File: config.mk
export PLATFORM = sky130hd
export DESIGN_NAME = smb_ctl_regs
export DESIGN_NICKNAME = d
export VERILOG_FILES = /design/src/rtl/smb_ctl_regs.sv
export SDC_FILE = /design/constraint.sdc
export NUM_CORES = 1
export LEC_CHECK = 0
export ABC_AREA = 1
export BUFFER_PORTS_ARGS = -buffer_cell sky130_fd_sc_hd__buf_2
export CELL_PAD_IN_SITES_DETAIL_PLACEMENT = 1
export CELL_PAD_IN_SITES_GLOBAL_PLACEMENT = 2
export CORE_MARGIN = 2
export CORE_UTILIZATION = 37
export DETAILED_ROUTE_END_ITERATION = 8
export PLACE_DENSITY_LB_ADDON = 0.1
export SETUP_SLACK_MARGIN = 0.15
export SKIP_LAST_GASP = 1
export SYNTH_ARGS = -nofsm -noshare
export SYNTH_HDL_FRONTEND = slang
export SYNTH_SLANG_ARGS = --single-unit
export TNS_END_PERCENT = 30
File: constraint.sdc
create_clock -name clk -period 2.7 [get_ports clk]
set_clock_uncertainty 0.2 [all_clocks]
set_input_delay 0.135 -clock clk [delete_from_list [all_inputs] [get_ports clk]]
set_output_delay 0.135 -clock clk [all_outputs]
set_load 0.005 [all_outputs]
File: src/rtl/smb_ctl_regs.sv
module smb_ctl_regs #(
  parameter logic [6:0] DEV_ADDR = 7'h6B,
  parameter int NREG = 6,
  parameter int CNT_REG = 4
) (
  input  logic       clk,
  input  logic       rst_n,
  input  logic       scl_i,
  input  logic       sda_i,
  output logic       sda_oe,
  output logic       ref_en,
  output logic       diff0_en,
  output logic       diff1_en,
  output logic       amp_sel,
  output logic [2:0] amp_code
);
  localparam logic [2:0] S_IDLE = 3'd0, S_RX = 3'd1, S_RACK = 3'd2,
                         S_TX = 3'd3, S_TACK = 3'd4, S_WAIT = 3'd5;
  localparam logic [1:0] B_ADDR = 2'd0, B_CMD = 2'd1, B_CNT = 2'd2, B_DATA = 2'd3;

  function automatic logic [7:0] rst_val(input int i);
    case (i)
      0: rst_val = 8'h04;
      2: rst_val = 8'hC0;
      3: rst_val = 8'h08;
      4: rst_val = 8'h06;
      5: rst_val = 8'hD8;
      default: rst_val = 8'h00;
    endcase
  endfunction

  logic scl_m, scl_s, scl_d, sda_m, sda_s, sda_d;
  logic scl_rise, scl_fall, start_det, stop_det;
  logic [2:0] st;
  logic [1:0] role;
  logic [3:0] bcnt;
  logic [7:0] sh, tx, left, nb;
  logic [6:0] idx;
  logic       bytemode, rd_go, cnt_pend, mack;
  logic [7:0] regs [NREG];

  always_ff @(posedge clk or negedge rst_n)
    if (!rst_n) {scl_m, scl_s, scl_d, sda_m, sda_s, sda_d} <= 6'h3F;
    else {scl_m, scl_s, scl_d, sda_m, sda_s, sda_d} <= {scl_i, scl_m, scl_s, sda_i, sda_m, sda_s};

  assign scl_rise  = scl_s & ~scl_d;
  assign scl_fall  = ~scl_s & scl_d;
  assign start_det = scl_s & scl_d & sda_d & ~sda_s;
  assign stop_det  = scl_s & scl_d & ~sda_d & sda_s;

  assign nb = cnt_pend ? regs[CNT_REG] : ((int'(idx) < NREG) ? regs[idx] : 8'h00);

  always_ff @(posedge clk or negedge rst_n) begin
    if (!rst_n) begin
      st <= S_IDLE; role <= B_ADDR; bcnt <= '0; sh <= '0; tx <= '0; left <= '0;
      idx <= '0; bytemode <= 1'b0; rd_go <= 1'b0; cnt_pend <= 1'b0; mack <= 1'b0;
      sda_oe <= 1'b0;
      for (int i = 0; i < NREG; i++) regs[i] <= rst_val(i);
    end else if (start_det) begin
      st <= S_RX; role <= B_ADDR; bcnt <= '0; sda_oe <= 1'b0;
    end else if (stop_det) begin
      st <= S_IDLE; sda_oe <= 1'b0;
    end else begin
      case (st)
        S_RX:
          if (scl_rise && bcnt != 4'd8) begin
            sh <= {sh[6:0], sda_s};
            bcnt <= bcnt + 4'd1;
          end else if (scl_fall && bcnt == 4'd8) begin
            bcnt <= '0;
            case (role)
              B_ADDR:
                if (sh[7:1] == DEV_ADDR) begin
                  rd_go <= sh[0]; cnt_pend <= sh[0] & ~bytemode;
                  role <= B_CMD; sda_oe <= 1'b1; st <= S_RACK;
                end else st <= S_WAIT;
              B_CMD: begin
                idx <= sh[6:0]; bytemode <= sh[7]; left <= 8'd1;
                role <= sh[7] ? B_DATA : B_CNT; sda_oe <= 1'b1; st <= S_RACK;
              end
              B_CNT: begin
                left <= sh; role <= B_DATA; sda_oe <= 1'b1; st <= S_RACK;
              end
              default:
                if (left != 8'd0) begin
                  if (int'(idx) < NREG) regs[idx] <= sh;
                  idx <= idx + 7'd1; left <= left - 8'd1;
                  sda_oe <= 1'b1; st <= S_RACK;
                end else st <= S_WAIT;
            endcase
          end
        S_RACK:
          if (scl_fall) begin
            if (rd_go) begin
              tx <= nb; sda_oe <= ~nb[7]; bcnt <= '0; st <= S_TX;
              if (cnt_pend) cnt_pend <= 1'b0; else idx <= idx + 7'd1;
            end else begin
              sda_oe <= 1'b0; st <= S_RX;
            end
          end
        S_TX:
          if (scl_fall) begin
            if (bcnt == 4'd7) begin
              sda_oe <= 1'b0; mack <= 1'b0; st <= S_TACK;
            end else begin
              bcnt <= bcnt + 4'd1; tx <= {tx[6:0], 1'b0}; sda_oe <= ~tx[6];
            end
          end
        S_TACK:
          if (scl_rise) begin
            if (sda_s) st <= S_WAIT; else mack <= 1'b1;
          end else if (scl_fall && mack) begin
            tx <= nb; sda_oe <= ~nb[7]; bcnt <= '0; st <= S_TX;
            if (cnt_pend) cnt_pend <= 1'b0; else idx <= idx + 7'd1;
          end
        default: ;
      endcase
    end
  end

  assign ref_en   = regs[0][2];
  assign diff0_en = regs[2][7];
  assign diff1_en = regs[2][6];
  assign amp_sel  = regs[5][7];
  assign amp_code = regs[5][6:4];
endmodule


### After elaboration in Yosys (flattened, before gate mapping)

Cells that the tools add are included.

* bits in read-only memories: 0
* latch bits: 0
* logic and storage cells: 217
* input port bits: 4
* memory bits (writable): 0
* register bits after elaboration: 98
* output and inout bits: 8
* memories: 0

* multipliers: 0
* div/mod/pow operators: 0
* reduce and logical (&&, ||, !) cells: 31
* bitwise logic cells: 21
* shift-type cells: 0
* eq/ne operators: 46
* add/sub/neg operators: 3
* muxes and demuxes: 89
* $lt $le $gt $ge: 3

Operators with widths (count)
* $mux W7: 14
* $bwmux W48: 1
* $mux W8: 6
* $pmux W7 S3: 2
* $mux W4: 10
* $mux W3: 12
* $ne A4 B4 Y1 const B: 9
* $ne A2 B2 Y1 const B: 16
* $reduce_and A9 Y1: 3
* $mux W1: 25
* $bmux W8 S3: 1
* $demux W8 S3: 1
* $ne A3 B3 Y1 const B: 8
* $pmux W8 S3: 1
* $reduce_and A11 Y1: 2
* $reduce_and A7 Y1: 3
* $pmux W4 S4: 1
* $reduce_and A8 Y1: 2
* $ne A5 B5 Y1 const B: 3
* $mux W2: 7
* $pmux W7 S2: 1
* $not A1 Y1: 12
* $pmux W3 S4: 1
* $reduce_and A6 Y1: 2
* 33 further kinds: 50

### Logic depth before layout (Yosys ltp)

* depth after elaboration: 12
* mapped depth: 13
* mapped depth without buffers: 13

### Worst setup path before layout

No wires, ideal clock.

* path kind: reg-to-reg
* start point: register bcnt[0]
* end point: register regs[13] (netlist bit)
* data required time: 2373 ps
* data arrival time: 1670 ps
* stages on the path, launching flop included: 11
* period minus slack after synthesis: 1996 ps
* path buffers: 1
* library setup time: 127 ps
* setup slack: 704 ps
* cell sequence: dfrtp_1 inv_1 ha_1 nand2_1 nor2_2 nand2_2 nor3_4 nand3_2 buf_6 nand2_1 o21ai_1

* cells in the longest elaborated chain, start to end: 4
* elaborated cells on any way between the ends: 6
* classes of those cells: eq/ne (2); bitwise (1); reduce/logical (3)

RTL lines
* start, declared: RTL line 36 `logic [3:0] bcnt;`
* start signal, assigned: RTL line 68 `bcnt <= bcnt + 4'd1;`
* start signal, assigned: RTL line 106 `bcnt <= bcnt + 4'd1; tx <= {tx[6:0], 1'b0}; sda_oe <= ~tx[6];`
* $ne A4 B4 Y1: RTL line 66 `if (scl_rise && bcnt != 4'd8) begin`
* $logic_and A1 B1 Y1: RTL line 66
* $not A1 Y1 (no line)
* $reduce_and A8 Y1 (no line) *
* end, declared: RTL line 40 `logic [7:0] regs [NREG];`

Mark *: on every way between the ends. The rest lies on a longest branch, timed or not.
A chain may end at the register's enable or synchronous reset.

### Final worst setup path

* start point: register bcnt[0]
* end point: register regs[1] (netlist bit)

Same word-level chain as after synthesis.

==> flow_summary.yaml <==
status:
  status: "complete, no violations"
logic_synthesis:
  synth_cells: 733
  synth_top_cell_by_area: "dfrtp_1"
  synth_area_sq_um: 5450
  ys_top_cells_by_area: "dfrtp_1, nand2_1, dfstp_2, nor2_1, nand3_1"
  syn_nets: 746
  synth.distinct_cells: 33
  synth_edf_count: 0
  synth_top_family_by_area: "simple AND/OR/NAND/NOR gates"
  yosysSeqAreaShare_pct: 45.36
  yosys.area_share.adder_pct: 2.066
  ys_ff_latch: 98
  yosys_warnings: 0
  synthSimpleGateAreaFrac_pct: 32.64
  synth_compound_area_share_pct: 12.60
  syn_area_per_cell_sq_um: 7.436
  synth_xor_area_share_pct: 1.125
  synth.top_cell.area_share_pct: 37.65
  async_reset_ff_share_pct: 100.0
  ys.flop_type: "dfrtp_1"
  synth_mux_area_share_pct: 0
setup_path:
  worstPathArrival_ns: 2.43
  crit_fanout: 16
  worstPathCellList: "inv_1 > ha_1 > nand2_1 > nor2_2 > nor2_1 > nor3_4 > nand3_2 > nand2_1 > o21ai_2"
  critPathMaxStageDelay_ns: 0.44
  path_class: "reg2reg"
  crit_path_top_delay_cell: "dfrtp_1"
  required_ns: 2.73
  path_common_cell: "nand2_1"
  worst_setup_path_end_kind: "register"
  crit_path_start_kind: "register"
  r2r_cells: 9
sta:
  drv_slew: 0
  hold_viol: 0
  fmaxAchievable_ghz: 0.4175
  finalCritPeriodShare_pct: 88.72
  fin_setup_tns_ns: 0
  fin_crit_ns: 2.395
  grt_setup_unrepaired: "yes"
  maxSlewHeadroom_pct: 47.14
  tightest_slew_ns: 0.7899
  setup_violations: 0
floorplanning:
  die_area_sq_um: 15720
  die_h_um: 125.4
  core-area_sq_um: 14480
  fp.dieW_um: 125.4
  start_util_pct: 37.64
  io_pins: 12
  row_count: 44
drt:
  firstDrtPassIters: 5
  vias_per_cell: 5.326
  vias: 5012
  drt_iter0_markers: 299
  drt_wl_total_um: 16750
  drc: 0
  antenna_left: 0
  wl_per_cell_um: 17.80
layout:
  num_antenna_cells: 0
  final_cell_mix: "nand2_1, dfrtp_1, nor2_1, nand3_1, inv_1"
  area_delta_synth_final_pct: 10.93
  drive_above_1_share_pct: 12.02
  nets: 765
  post-route-util_pct: 41.76
  layout_commonest_cell: "nand2_1"
clock_network:
  cts.clk_slew.worst_paths_ns: 0.08
  htreeDepth: 3
  cts_tree: "yes"
  numCtsBuffers: 9
  clock_sinks: 98
  clockBufferDepth: 2
  root_buffer: "clkbuf_16"
  clk_latency_ns: 0.36
placement:
  gp_congestion: 0.8714
  dp_hpwl_um: 12320
  io_buffer_count: 11
global_route:
  grt_pass1_wl_um: 28040
  grt_util_all_layers_pct: 22.55
  grt_pass1_vias: 5132
  antenna_found_initial: 0
  grt_max_degree: 52
  overflow: 0
hold_path:
  hold_class: "in2async"
pwr:
  vdd_drop_max_uv: 330.2
  power_density_nw_per_um2: 888.5
  p_leak_nw: 2.873
flow_run:
  drv_cap: 0
-- through the flow --
step	setup slack [ns]	hold slack, ns	total power [W]	instance area (sq um)	instances
after global routing	0.1142	0.1726	0.005776	6046	941
after global placement	0.2775	0.01784	0.004025	5713	921
after floorplan	0.7036	-0.3606	0.003239	5450	733
after detailed placement	0.2189	0.02511	0.004080	5713	921
after CTS	0.1989	0.1715	0.005413	6038	940
final	0.3045	0.1452	0.005372	6046	941
-- where the power goes --
group	internal [W]	switching, W
Combinational	0.000641	0.00160
Sequential	0.00164	0.000182
Clock	0.000671	0.000640
Total	0.00295	0.00242
-- layout make-up --
type	count	area [sq um]
Multi-Input combinational cell	561	2640
Clock inverter	6	56.30
Clock buffer	10	239.0
Sequential cell	98	2472
Inverter	54	202.7
Timing Repair Buffer	28	205.2
Tap cell	184	230.2
Fill cell	1812	8433
-- synthesized netlist by cell type, types with 6 or more instances --
library cell,count
dfrtp_1,82
o21ai_0,46
nand4_1,10
dfstp_2,16
clkbuf_1,10
nor2_1,75
o21ai_1,38
nand3_1,50
a21oi_1,17
ha_1,9
inv_1,48
nand2_1,260
o22ai_1,6
buf_6,6
nor2_2,6
o21ai_2,11
nand3_2,8
-- sequential cells by signal (all words and copies together), names as in the netlist --
register / cells
amp_code: 3
amp_sel: 1
bcnt: 4
bytemode: 1
cnt_pend: 1
diff0_en: 1
diff1_en: 1
idx: 7
left: 8
mack: 1
rd_go: 1
ref_en: 1
regs: 41
role: 2
scl_d: 1
scl_m: 1
scl_s: 1
sda_d: 1
sda_m: 1
sda_oe: 1
sda_s: 1
sh: 8
st: 3
tx: 7
-- final timing paths --
path	startpoint	endpoint	slack (ns)
setup reg to reg	bcnt[0]	regs[1]	0.30
max in group asynchronous	rst_n	ref_en	1.39
hold / removal	rst_n	regs[13]	0.15
setup / recovery	bcnt[0]	regs[1]	0.30
min in group clk	sda_m	sda_s	0.17
hold reg to reg	sda_m	sda_s	0.17
-- layer usage --
metal | GRT usage, % | wire, um | part of all wire, %
met1 | 33.51 | 8433 | 50
met2 | 34.56 | 7538 | 45
met3 | 2.482 | 471 | 2.8
met4 | 7.124 | 303 | 1.8
met5 | 0 | 0 | 0
-- critical path: cells and delay by family, from the launching register on --
| kind | cells | cell delay [ns] |
|---|---|---|
| AO/OA/AOI/OAI | 1 | 0.07 |
| flip-flops | 1 | 0.44 |
| adder cells (fa/ha/maj) | 1 | 0.16 |
| buffers and inverters | 1 | 0.08 |
| AND/OR/NAND/NOR | 6 | 1.31 |
-- what timing repair did --
action	in CTS	in global routing
endpoints found under the hold margin	40	0
setup endpoints to repair	0	15
buffers inserted	0	1
resized for setup	0	0
hold buffers	3	0
-- cells by family after synthesis --
| kind of cell | Yosys count |
|---|---|
| AND/OR/NAND/NOR | 421 |
| AO/OA/AOI/OAI | 124 |
| XOR/XNOR | 7 |
| adder cells (fa/ha/maj) | 9 |
| buffers and inverters | 74 |
| flip-flops | 98 |
Power figures use the tool's default switching activity.
